<file path="src/rtl/tlb_pkg.sv">
// Shared types for the translation buffer.
// Assumes: nothing beyond standard SystemVerilog.
package tlb_pkg;

    // Access rights held per entry.
    typedef struct packed {
        logic rd;
        logic wr;
    } tlb_perm_t;

    // Request controller states.
    typedef enum logic [1:0] {
        ST_IDLE   = 2'd0,
        ST_WAIT   = 2'd1,
        ST_REPLAY = 2'd2
    } tlb_state_e;

endpackage

</file>
<file path="src/rtl/tlb_way_pick.sv">
// Chooses the way a refill writes within one set. A way already holding
// the VPN comes first, then the lowest invalid way, then the round-robin way.
// Assumes: WAYS is a power of two; at most one bit of match_i is set.
module tlb_way_pick #(
    parameter int WAYS  = 4,
    parameter int WAY_W = $clog2(WAYS)
) (
    input  logic [WAYS-1:0]  valid_i,
    input  logic [WAYS-1:0]  match_i,
    input  logic [WAY_W-1:0] rr_i,
    output logic [WAY_W-1:0] way_o,
    output logic             use_rr_o
);

    logic [WAY_W-1:0] match_way;
    logic [WAY_W-1:0] free_way;
    logic             any_match;
    logic             any_free;

    // Priority scan: walking downward leaves the lowest index standing.
    always_comb begin
        match_way = '0;
        free_way  = '0;
        any_match = 1'b0;
        any_free  = 1'b0;
        for (int w = WAYS - 1; w >= 0; w--) begin
            if (match_i[w]) begin
                match_way = WAY_W'(w);
                any_match = 1'b1;
            end
            if (!valid_i[w]) begin
                free_way = WAY_W'(w);
                any_free = 1'b1;
            end
        end
    end

    // Final selection among the three candidates.
    always_comb begin
        use_rr_o = 1'b0;
        if (any_match) begin
            way_o = match_way;
        end else if (any_free) begin
            way_o = free_way;
        end else begin
            way_o    = rr_i;
            use_rr_o = 1'b1;
        end
    end

endmodule

</file>
<file path="src/rtl/tlb_entry_store.sv">
// Entry storage with a read port for lookup and a write port for refill.
// Lookup is combinational. Refill and flush take effect on the clock edge.
// Assumes: SETS and WAYS are powers of two; flush overrides refill.
module tlb_entry_store
    import tlb_pkg::*;
#(
    parameter int SETS  = 4,
    parameter int WAYS  = 4,
    parameter int VPN_W = 8,
    parameter int PPN_W = 6,
    localparam int SET_W = $clog2(SETS),
    localparam int WAY_W = $clog2(WAYS),
    localparam int TAG_W = VPN_W - SET_W
) (
    input  logic             clk,
    input  logic             rst_n,
    input  logic             flush,
    input  logic [VPN_W-1:0] lk_vpn,
    output logic             lk_hit,
    output logic [PPN_W-1:0] lk_ppn,
    output tlb_perm_t        lk_perm,
    input  logic             fill_en,
    input  logic [VPN_W-1:0] fill_vpn,
    input  logic [PPN_W-1:0] fill_ppn,
    input  tlb_perm_t        fill_perm
);

    logic [SETS-1:0][WAYS-1:0]            valid_q;
    logic [SETS-1:0][WAYS-1:0][TAG_W-1:0] tag_q;
    logic [SETS-1:0][WAYS-1:0][PPN_W-1:0] ppn_q;
    tlb_perm_t [SETS-1:0][WAYS-1:0]       perm_q;
    logic [SETS-1:0][WAY_W-1:0]           rr_q;

    logic [SET_W-1:0] lk_set;
    logic [TAG_W-1:0] lk_tag;
    logic [SET_W-1:0] fill_set;
    logic [TAG_W-1:0] fill_tag;
    logic [WAYS-1:0]  way_hit;
    logic [WAYS-1:0]  fill_match;
    logic [WAY_W-1:0] fill_way;
    logic             fill_use_rr;
    logic             fill_go;

    assign lk_set   = lk_vpn[SET_W-1:0];
    assign lk_tag   = lk_vpn[VPN_W-1:SET_W];
    assign fill_set = fill_vpn[SET_W-1:0];
    assign fill_tag = fill_vpn[VPN_W-1:SET_W];
    assign fill_go  = fill_en && !flush;

    // One tag comparator per way for lookup and one per way for refill.
    for (genvar w = 0; w < WAYS; w++) begin : g_cmp
        assign way_hit[w]    = valid_q[lk_set][w]   && (tag_q[lk_set][w]   == lk_tag);
        assign fill_match[w] = valid_q[fill_set][w] && (tag_q[fill_set][w] == fill_tag);
    end

    // OR-mux of the (at most one) hitting way.
    always_comb begin
        lk_ppn  = '0;
        lk_perm = '0;
        for (int w = 0; w < WAYS; w++) begin
            if (way_hit[w]) begin
                lk_ppn  = lk_ppn  | ppn_q[lk_set][w];
                lk_perm = lk_perm | perm_q[lk_set][w];
            end
        end
    end
    assign lk_hit = |way_hit;

    tlb_way_pick #(
        .WAYS  (WAYS),
        .WAY_W (WAY_W)
    ) u_pick (
        .valid_i  (valid_q[fill_set]),
        .match_i  (fill_match),
        .rr_i     (rr_q[fill_set]),
        .way_o    (fill_way),
        .use_rr_o (fill_use_rr)
    );

    // Valid bits and round-robin pointers: reset, flush, refill.
    always_ff @(posedge clk) begin
        if (!rst_n) begin
            valid_q <= '0;
            rr_q    <= '0;
        end else if (flush) begin
            valid_q <= '0;
        end else if (fill_en) begin
            valid_q[fill_set][fill_way] <= 1'b1;
            if (fill_use_rr) begin
                rr_q[fill_set] <= rr_q[fill_set] + 1'b1;
            end
        end
    end

    // Entry payload, written only by an accepted refill.
    always_ff @(posedge clk) begin
        if (fill_go) begin
            tag_q[fill_set][fill_way]  <= fill_tag;
            ppn_q[fill_set][fill_way]  <= fill_ppn;
            perm_q[fill_set][fill_way] <= fill_perm;
        end
    end

    // a VPN never sits in two ways of its set.
    assert_single_match_R3: assert property (@(posedge clk) disable iff (!rst_n)
        $onehot0(way_hit));

    // one flush edge leaves no valid entry.
    assert_flush_empties_R7: assert property (@(posedge clk) disable iff (!rst_n)
        flush |=> (valid_q == '0));

    // an accepted refill leaves its set with a valid entry.
    assert_fill_lands_R6: assert property (@(posedge clk) disable iff (!rst_n)
        fill_go |=> (valid_q[$past(fill_set)] != '0));

endmodule

</file>
<file path="src/rtl/tlb_req_ctrl.sv">
// Request sequencing: resolves requests against the store, holds a missed
// request until a refill is accepted, then replays it once.
// Assumes: the store answers lookups combinationally in the same cycle.
module tlb_req_ctrl
    import tlb_pkg::*;
#(
    parameter int VA_W  = 14,
    parameter int PA_W  = 12,
    parameter int OFF_W = 6,
    localparam int VPN_W = VA_W - OFF_W,
    localparam int PPN_W = PA_W - OFF_W
) (
    input  logic             clk,
    input  logic             rst_n,
    input  logic             flush,
    input  logic             req_valid,
    input  logic [VA_W-1:0]  req_va,
    input  logic             req_write,
    input  logic             refill_valid,
    output logic [VPN_W-1:0] lk_vpn,
    input  logic             lk_hit,
    input  logic [PPN_W-1:0] lk_ppn,
    input  tlb_perm_t        lk_perm,
    output logic             done,
    output logic             fault,
    output logic [PA_W-1:0]  pa,
    output logic             miss
);

    tlb_state_e      state_q;
    logic [VA_W-1:0] held_va_q;
    logic            held_wr_q;
    logic [VA_W-1:0] lk_va;
    logic            lk_wr;
    logic            resolve;
    logic            denied;
    logic            refill_ok;

    // Replays use the held request; otherwise the live one is looked up.
    assign lk_va     = (state_q == ST_REPLAY) ? held_va_q : req_va;
    assign lk_wr     = (state_q == ST_REPLAY) ? held_wr_q : req_write;
    assign lk_vpn    = lk_va[VA_W-1:OFF_W];
    assign denied    = lk_wr ? !lk_perm.wr : !lk_perm.rd;
    assign resolve   = ((state_q == ST_IDLE) && req_valid) || (state_q == ST_REPLAY);
    assign refill_ok = refill_valid && !flush;

    // State, held request and registered response.
    always_ff @(posedge clk) begin
        if (!rst_n) begin
            state_q   <= ST_IDLE;
            held_va_q <= '0;
            held_wr_q <= 1'b0;
            done      <= 1'b0;
            fault     <= 1'b0;
            pa        <= '0;
            miss      <= 1'b0;
        end else begin
            done  <= 1'b0;
            fault <= 1'b0;
            pa    <= '0;
            if ((state_q == ST_IDLE) && req_valid) begin
                held_va_q <= req_va;
                held_wr_q <= req_write;
            end
            if (resolve) begin
                if (lk_hit) begin
                    done    <= 1'b1;
                    state_q <= ST_IDLE;
                    if (denied) begin
                        fault <= 1'b1;
                    end else begin
                        pa <= {lk_ppn, lk_va[OFF_W-1:0]};
                    end
                end else begin
                    miss    <= 1'b1;
                    state_q <= ST_WAIT;
                end
            end else if ((state_q == ST_WAIT) && refill_ok) begin
                miss    <= 1'b0;
                state_q <= ST_REPLAY;
            end
        end
    end

    // an idle request is answered on the next edge, by exactly one flag.
    assert_resp_next_R2: assert property (@(posedge clk) disable iff (!rst_n)
        ((state_q == ST_IDLE) && req_valid) |=> (done ^ miss));

    // without an accepted refill, a miss stays outstanding.
    assert_miss_sticky_R5: assert property (@(posedge clk) disable iff (!rst_n)
        (miss && !refill_ok) |=> miss);

    // an accepted refill clears the miss with no answer in that cycle.
    assert_refill_release_R5: assert property (@(posedge clk) disable iff (!rst_n)
        (miss && refill_ok) |=> (!miss && !done));

    // no answer is given while a miss is outstanding.
    assert_no_done_in_miss_R5: assert property (@(posedge clk) disable iff (!rst_n)
        !(done && miss));

    // a fault always comes with done and a zero address.
    assert_fault_zero_pa_R4: assert property (@(posedge clk) disable iff (!rst_n)
        fault |-> (done && (pa == '0)));

endmodule

</file>
<file path="src/rtl/tlb_xlate.sv">
// Top of the set-associative translation buffer: joins the request
// controller and the entry store, and maps plain ports to shared types.
// Assumes: refill_vpn carries the full VPN of the translation.
module tlb_xlate
    import tlb_pkg::*;
#(
    parameter int VA_W  = 14,
    parameter int PA_W  = 12,
    parameter int OFF_W = 6,
    parameter int SETS  = 4,
    parameter int WAYS  = 4,
    localparam int VPN_W = VA_W - OFF_W,
    localparam int PPN_W = PA_W - OFF_W
) (
    input  logic             clk,
    input  logic             rst_n,
    input  logic             flush,
    input  logic             req_valid,
    input  logic [VA_W-1:0]  req_va,
    input  logic             req_write,
    output logic             resp_done,
    output logic             resp_fault,
    output logic [PA_W-1:0]  resp_pa,
    output logic             resp_miss,
    input  logic             refill_valid,
    input  logic [VPN_W-1:0] refill_vpn,
    input  logic [PPN_W-1:0] refill_ppn,
    input  logic             refill_rd,
    input  logic             refill_wr
);

    logic [VPN_W-1:0] lk_vpn;
    logic             lk_hit;
    logic [PPN_W-1:0] lk_ppn;
    tlb_perm_t        lk_perm;
    tlb_perm_t        fill_perm;

    // Pack the refill rights into the shared type.
    assign fill_perm = '{rd: refill_rd, wr: refill_wr};

    tlb_req_ctrl #(
        .VA_W  (VA_W),
        .PA_W  (PA_W),
        .OFF_W (OFF_W)
    ) u_ctrl (
        .clk          (clk),
        .rst_n        (rst_n),
        .flush        (flush),
        .req_valid    (req_valid),
        .req_va       (req_va),
        .req_write    (req_write),
        .refill_valid (refill_valid),
        .lk_vpn       (lk_vpn),
        .lk_hit       (lk_hit),
        .lk_ppn       (lk_ppn),
        .lk_perm      (lk_perm),
        .done         (resp_done),
        .fault        (resp_fault),
        .pa           (resp_pa),
        .miss         (resp_miss)
    );

    tlb_entry_store #(
        .SETS  (SETS),
        .WAYS  (WAYS),
        .VPN_W (VPN_W),
        .PPN_W (PPN_W)
    ) u_store (
        .clk       (clk),
        .rst_n     (rst_n),
        .flush     (flush),
        .lk_vpn    (lk_vpn),
        .lk_hit    (lk_hit),
        .lk_ppn    (lk_ppn),
        .lk_perm   (lk_perm),
        .fill_en   (refill_valid),
        .fill_vpn  (refill_vpn),
        .fill_ppn  (refill_ppn),
        .fill_perm (fill_perm)
    );

    // the page offset of a hit passes through unchanged.
    assert_offset_kept_R1: assert property (@(posedge clk) disable iff (!rst_n)
        (!resp_miss && req_valid && lk_hit && (req_write ? lk_perm.wr : lk_perm.rd))
        |=> (resp_pa[OFF_W-1:0] == $past(req_va[OFF_W-1:0])));

endmodule

</file>
<file path="config.mk">
export PLATFORM = sky130hd
export DESIGN_NAME = tlb_xlate
export DESIGN_NICKNAME = d
export VERILOG_FILES = /design/src/rtl/tlb_pkg.sv /design/src/rtl/tlb_way_pick.sv /design/src/rtl/tlb_entry_store.sv /design/src/rtl/tlb_req_ctrl.sv /design/src/rtl/tlb_xlate.sv
export SDC_FILE = /design/constraint.sdc
export NUM_CORES = 1
export LEC_CHECK = 0
export BUFFER_PORTS_ARGS = -buffer_cell sky130_fd_sc_hd__buf_2
export CORE_ASPECT_RATIO = 0.7
export CORE_MARGIN = 2
export CORE_UTILIZATION = 30
export CTS_CLUSTER_DIAMETER = 120
export DETAILED_ROUTE_END_ITERATION = 10
export SYNTH_ARGS = -nofsm -noshare
export SYNTH_HDL_FRONTEND = slang
export SYNTH_SLANG_ARGS = --single-unit
</file>
<file path="constraint.sdc">
create_clock -name clk -period 5.36 [get_ports clk]
set_input_delay 0.536 -clock clk [delete_from_list [all_inputs] [get_ports clk]]
set_output_delay 0.536 -clock clk [all_outputs]
set_load 0.05 [all_outputs]
</file>
## Yosys cells after proc, flatten, opt, wreduce, memory -nomap -nowiden

Cells that the tools add are included.

| cells by class | value |
|---|---|
| divide/modulo/power cells | 0 |
| magnitude comparators | 5 |
| multipliers | 0 |
| add/sub/neg operators | 1 |
| multiplexer cells | 71 |
| bitwise gates (word level) | 11 |
| equal/unequal tests | 11 |
| shift-type cells | 0 |
| reduce and logical (&&, ||, !) cells | 26 |

Operators by type and width:

| cell | count |
|---|---|
| 96-bit bitwise mux | 2 |
| 24-bit binary-select mux with 2-bit select | 3 |
| 24-bit two-way mux | 4 |
| 24-bit demux with 2-bit select | 1 |
| 6-bit equality test | 8 |
| 2-bit two-way mux | 19 |
| 32-bit bitwise mux | 1 |
| 6-bit two-way mux | 5 |
| 1-bit two-way mux | 19 |
| 6-bit OR | 3 |
| 4-bit binary-select mux with 2-bit select | 2 |
| 8-bit binary-select mux with 2-bit select | 1 |
| 8-bit demux with 2-bit select | 1 |
| 8-bit two-way mux | 2 |
| 16-bit OR | 1 |
| 14-bit two-way mux | 1 |
| 1-bit logical AND | 13 |
| 6-bit demux with 2-bit select | 1 |
| 4-bit two-way mux | 3 |
| 2-bit by 3-bit < comparator with 1-bit output (second input constant) | 3 |
| 8-bit bitwise mux | 1 |
| 2-bit demux with 2-bit select | 2 |
| 4-bit demux with 2-bit select | 1 |
| 4-bit OR reduction | 2 |
| 16 further kinds | 26 |

| storage, ports and cells | value |
|---|---|
| register bits | 280 |
| logic and storage cells | 204 |
| input port bits | 36 |
| latch bits | 0 |
| bits in read-only memories | 0 |
| RAM bits | 0 |
| memories kept | 0 |

## Logic depth before layout (Yosys ltp)

| depth | value |
|---|---|
| depth in word-level cells | 16 |
| gate-level depth with buffers | 15 |

## Modules after synthesis

Synthesis repeated with hierarchy kept, for this count alone.

| second synthesis, totals | value |
|---|---|
| cells, all modules | 769 |
| area, all modules | 12363.1 um2 |

Modules (own cells, without submodules):

| module | instances | area each (um2) | cells each |
|---|---|---|---|
| tlb_entry_store | 1 | 10924.2 | 610 |
| tlb_req_ctrl | 1 | 1367.6 | 147 |
| tlb_way_pick | 1 | 71.3 | 12 |

## Worst setup path after synthesis

Ideal clock, no wire load.

| timing | value |
|---|---|
| path type | input port to flip-flop |
| start point | input refill_vpn[0] |
| end point | register u_store.perm_q[0] in the netlist's numbering, enable pin |
| path buffers | 3 |
| arrival time | 3.564 ns |
| setup time | 0.384 ns |
| stages on the path | 12 |
| path slack | 1.412 ns |
| cells stage by stage | buf_2 -> buf_2 -> mux4_2 -> xnor2_1 -> nand4_1 -> nor4_1 -> nor2_1 -> nor2_1 -> nor2_1 -> or2_2 -> clkbuf_1 -> nor2_1 |

RTL lines:

| item | line | text |
|---|---|---|
| start, declared | tlb_xlate.sv:26 | `input logic [VPN_W-1:0] refill_vpn,` |
| end signal, assigned by index | tlb_entry_store.sv:100 | `perm_q[fill_set][fill_way] <= fill_perm;` |
| end, declared | tlb_entry_store.sv:31 | `tlb_perm_t [SETS-1:0][WAYS-1:0] perm_q;` |

## Worst setup path in the final report

| timing | value |
|---|---|
| start point | register u_ctrl.state_q[0] |
| end point | register u_ctrl.pa[9] |

| between the ends | value |
|---|---|
| word-level cells in the longest chain between the ends | 16 |

Ends and longest elaborated chain:

| item | line | text |
|---|---|---|
| start, declared | tlb_req_ctrl.sv:30 | `tlb_state_e state_q;` |
| start signal, assigned | tlb_req_ctrl.sv:50 | `state_q <= ST_IDLE;` |
| start signal, assigned | tlb_req_ctrl.sv:68 | `state_q <= ST_IDLE;` |
| start signal, assigned | tlb_req_ctrl.sv:76 | `state_q <= ST_WAIT;` |
| 2-bit equality test | tlb_req_ctrl.sv:40, tlb_req_ctrl.sv:41, tlb_req_ctrl.sv:44 |  |
| 14-bit two-way mux | tlb_req_ctrl.sv:40 | `assign lk_va = (state_q == ST_REPLAY) ? held_va_q : req_va;` |
| 24-bit binary-select mux with 2-bit select | tlb_entry_store.sv:52 | `assign way_hit[w] = valid_q[lk_set][w] && (tag_q[lk_set][w] == lk_tag);` |
| 24-bit two-way mux (not written as such) | tlb_entry_store.sv:52 |  |
| 6-bit equality test | tlb_entry_store.sv:52 |  |
| 1-bit logical AND | tlb_entry_store.sv:52 |  |
| 2-bit two-way mux | tlb_entry_store.sv:61 | `if (way_hit[w]) begin` |
| 2-bit OR | tlb_entry_store.sv:63 | `lk_perm = lk_perm \| perm_q[lk_set][w];` |
| 2-bit two-way mux | tlb_entry_store.sv:61 |  |
| 2-bit OR | tlb_entry_store.sv:63 |  |
| 2-bit two-way mux | tlb_entry_store.sv:61 |  |
| 2-bit OR | tlb_entry_store.sv:63 |  |
| 2-bit two-way mux | tlb_entry_store.sv:61 |  |
| 1-bit logical NOT | tlb_req_ctrl.sv:43 | `assign denied = lk_wr ? !lk_perm.wr : !lk_perm.rd;` |
| 1-bit two-way mux | tlb_req_ctrl.sv:43 |  |
| 4-bit OR reduction (no source line) | n/a |  |
| end signal, assigned | tlb_req_ctrl.sv:72 | `pa <= {lk_ppn, lk_va[OFF_W-1:0]};` |
| end, declared | tlb_req_ctrl.sv:26 | `output logic [PA_W-1:0] pa,` |

Parallel ways exist; a longest one is shown, timed or not. The select of a mux whose other input is x is not followed.
A chain may end at the register's enable or synchronous reset.

==> results_dict.tcl <==
set metrics [dict create \
    cts_buffers 29 \
    finalWirelength_mm 32.1 \
    initial_utilization 0.303 \
    tightest_slew_ps 1090 \
    path_class "reg2reg" \
    hold_end "u_ctrl.held_va_q[5]" \
    synth_area_leaders "edfxtp_1 (54%), mux4_2 (10%), dfxtp_1 (9.0%), mux2i_1 (4.0%), xnor2_1 (3.9%)" \
    whs_ps 244 \
    dieArea_sq_um 43100 \
    r2r_slack_ps 750 \
    synth_seq_area_share 0.631 \
    dpl.hpwl_mm 21.0 \
    vias 7515 \
    status "completed" \
    antenna_left 0 \
    power_density_nw_per_um2 324 \
    max_freq_ghz 0.217 \
    p_int_mw 3.56 \
    drtIter0Drc 759 \
    setup_ws_ps 750 \
    synth.top_cell.area_share 0.541 \
    grt_max_degree 54 \
    finalNetCount 945 \
    critPathArrivalTime_ps 5070 \
    htree_levels 1 \
    critPathTopFamily "compound AO/OA/AOI/OAI gates" \
    syn_avg_cell_area_sq_um 14.8 \
    syn-cell-area_sq_um 12400 \
    cts_root_buffer "clkbuf_16" \
    io-pin-count 51 \
    track_usage 0.148 \
    final_util 0.348 \
    drtPass1Iterations 6 \
    cts_buffer_depth 3 \
    synth.most_common_cell "edfxtp_1" \
    cp_max_fo 39 \
    n_fill_cell 3922 \
    combPwrFrac 0.076 \
    drive_gt1_frac 0.231 \
    skew_ps 21.8 \
    postSynthNetCount 877 \
    path_buf_inv 0 \
    grt_overflow 0 \
    hp-start "req_va[5]" \
    layoutNonFillerInstCount 1470 \
    antenna_found_initial 0 \
    cp.required_ps 5820 \
    slew_headroom 0.250 \
    pwr-share-clk 0.411 \
    crit_slowest_cell "a21o_2" \
    die_x_microns 247 \
    cts_resized 0 \
    seq_power_share 0.514 \
    end_kind "flip-flop" \
    r2r_cells 9 \
    place.gp.congestion 0.815 \
    insertedDiodeCount 0 \
    syn2layout_area_growth_pct 14.7 \
    cts_setup_buffers 0 \
    cts_tree "yes" \
    worstReg2RegEnd "u_ctrl.pa[9]" \
    postPlaceCellArea_sq_um 13400 \
    final_area_sq_um 14300 \
    avgRoutedWirePerCell_microns 21.8 \
    r2r_start "u_ctrl.state_q[0]" \
    hold_depth 3 \
    vias_per_cell 5.11 \
    maxCapViolCount 0 \
    finalSetupTns_ps 0 \
    grt_pass1_wl_mm 47.7 \
    cts.sinks 280 \
    p_leak_nw 4.77 \
    yosys.area.top_type "edfxtp_1" \
    fp.dieH_microns 174 \
    setup_viol 0 \
    worstSetupStartpointType "flip-flop" \
    switchingPower_mw 1.06 \
    postSynth.asyncResetShare 0 \
    period_share 0.860 \
    power_mw 4.62 \
    clkTransAtPathRegs_ps 70 \
    cp_slowest_stage_delay_ps 880 \
    ys_ff_latch 280 \
    period_minus_slack_ps 4610 \
    hold_buffers 0 \
    clock_latency_ps 560 \
    ir_worst_vdd_uv 208 \
    core-area_sq_um 41000 \
    num_rows 62 \
    slew_violations 0 \
    pre_cts_slack_ps 819 \
    placedCellCount 1422 \
    hold_viol_final 0 \
    drc 0 \
    crit_chain "nand2b_4 -> a21o_2 -> mux4_2 -> xnor2_1 -> o21ai_0 -> nor4_4 -> a221oi_1 -> a22o_1 -> a211oi_1" \
    hp-class "in2reg" \
    synth-edff-count 224 \
    synth_common_cells "edfxtp_1 (224), nand2_1 (116), dfxtp_1 (56), xnor2_1 (56), mux4_2 (55)" \
    synth.distinct_cells 56 \
    grt_pass1_vias 7298 \
    place.port_buffers 50 \
    synthCells 841 \
    rsz0062_at_grt "no" \
    p_sw_frac 0.229 \
    yosys_warnings 0 \
    synthFlopType "edfxtp_1" \
]
## area by class of cell
class | instances | area (sq um) | share of cell area
clock inverters | 9 | 53.8 | 0.00377
inverters | 3 | 11.3 | 0.000790
well taps | 544 | 681 | 0.0477
repair buffers | 84 | 518 | 0.0363
flip-flops and latches | 280 | 7850 | 0.550
clock buffers | 39 | 825 | 0.0578
multi-input cells | 511 | 4320 | 0.303
## power groups by stage
stage               clock network (mW)  registers [mW]  logic [mW]
floorplan                            0            2.42       0.232
global placement                     0            2.42       0.344
detailed placement                   0            2.42       0.347
CTS                               1.94            2.37       0.348
global route                      2.03            2.38       0.376
finish                            1.90            2.37       0.350
## flip-flops by register name, summed over array words and instances, names as in the netlist
name / count
u_store.tag_q: 96
u_store.ppn_q: 96
u_ctrl.state_q: 2
u_ctrl.held_wr_q: 1
u_store.perm_q: 32
u_ctrl.pa: 12
u_store.valid_q: 16
u_ctrl.miss: 1
u_ctrl.held_va_q: 14
u_ctrl.fault: 1
u_store.rr_q: 8
u_ctrl.done: 1
## metal layers
layer / track usage / up-vias / part of all wire
met4: 0.0287 / 0 / 0.016
met5: 0 / - / 0
met3: 0.0460 / 44 / 0.10
met1: 0.224 / 3808 / 0.46
li1: - / 3337 / -
met2: 0.208 / 326 / 0.42
## cells in the final DEF, fill, tap and decap left out, types with 26 or more instances in the layout
cell / n
edfxtp_1: 224
dfxtp_1: 56
mux2i_1: 50
mux4_2: 55
xnor2_1: 56
nand3_1: 26
nor2_1: 29
nand2_1: 116
clkbuf_16: 30
buf_2: 50
buf_4: 33
## worst max path at each step
| stage | startpoint | to | slack (ps) | cells after the start |
|---|---|---|---|---|
| after global placement | u_ctrl.state_q[0] | u_ctrl.pa[9] | 920 | 9 |
| after CTS | u_ctrl.state_q[0] | u_ctrl.pa[9] | 810 | 10 |
| after floorplan | refill_vpn[0] | u_store.perm_q[0] | 1410 | 12 |
| after global routing | u_ctrl.state_q[0] | u_ctrl.pa[8] | 460 | 10 |
| after detailed placement | u_ctrl.state_q[0] | u_ctrl.pa[9] | 820 | 10 |
| final | u_ctrl.state_q[0] | u_ctrl.pa[9] | 750 | 9 |
## worst reg2reg max path, cell delays in order (launching register included)
cell and delay (ps):
dfxtp_1 480, nand2b_4 470, a21o_2 890, mux4_2 650, xnor2_1 130, o21ai_0 150, nor4_4 660, a221oi_1 250
a22o_1 510, a211oi_1 340
## kinds of logic (layout without fill, tap and decap cells)
logic type / count (synthesis) / count (layout) / share of synthesized area
DFF: 280 / 280 / 0.631
and+or+nand+nor: 228 / 228 / 0.0917
muxes: 114 / 114 / 0.150
AOI/OAI and AO/OA: 101 / 101 / 0.0568
xor gates and xnor gates: 68 / 68 / 0.0479
buffers and inverters: 50 / 135 / 0.0224
Power figures use the tool's default switching activity.
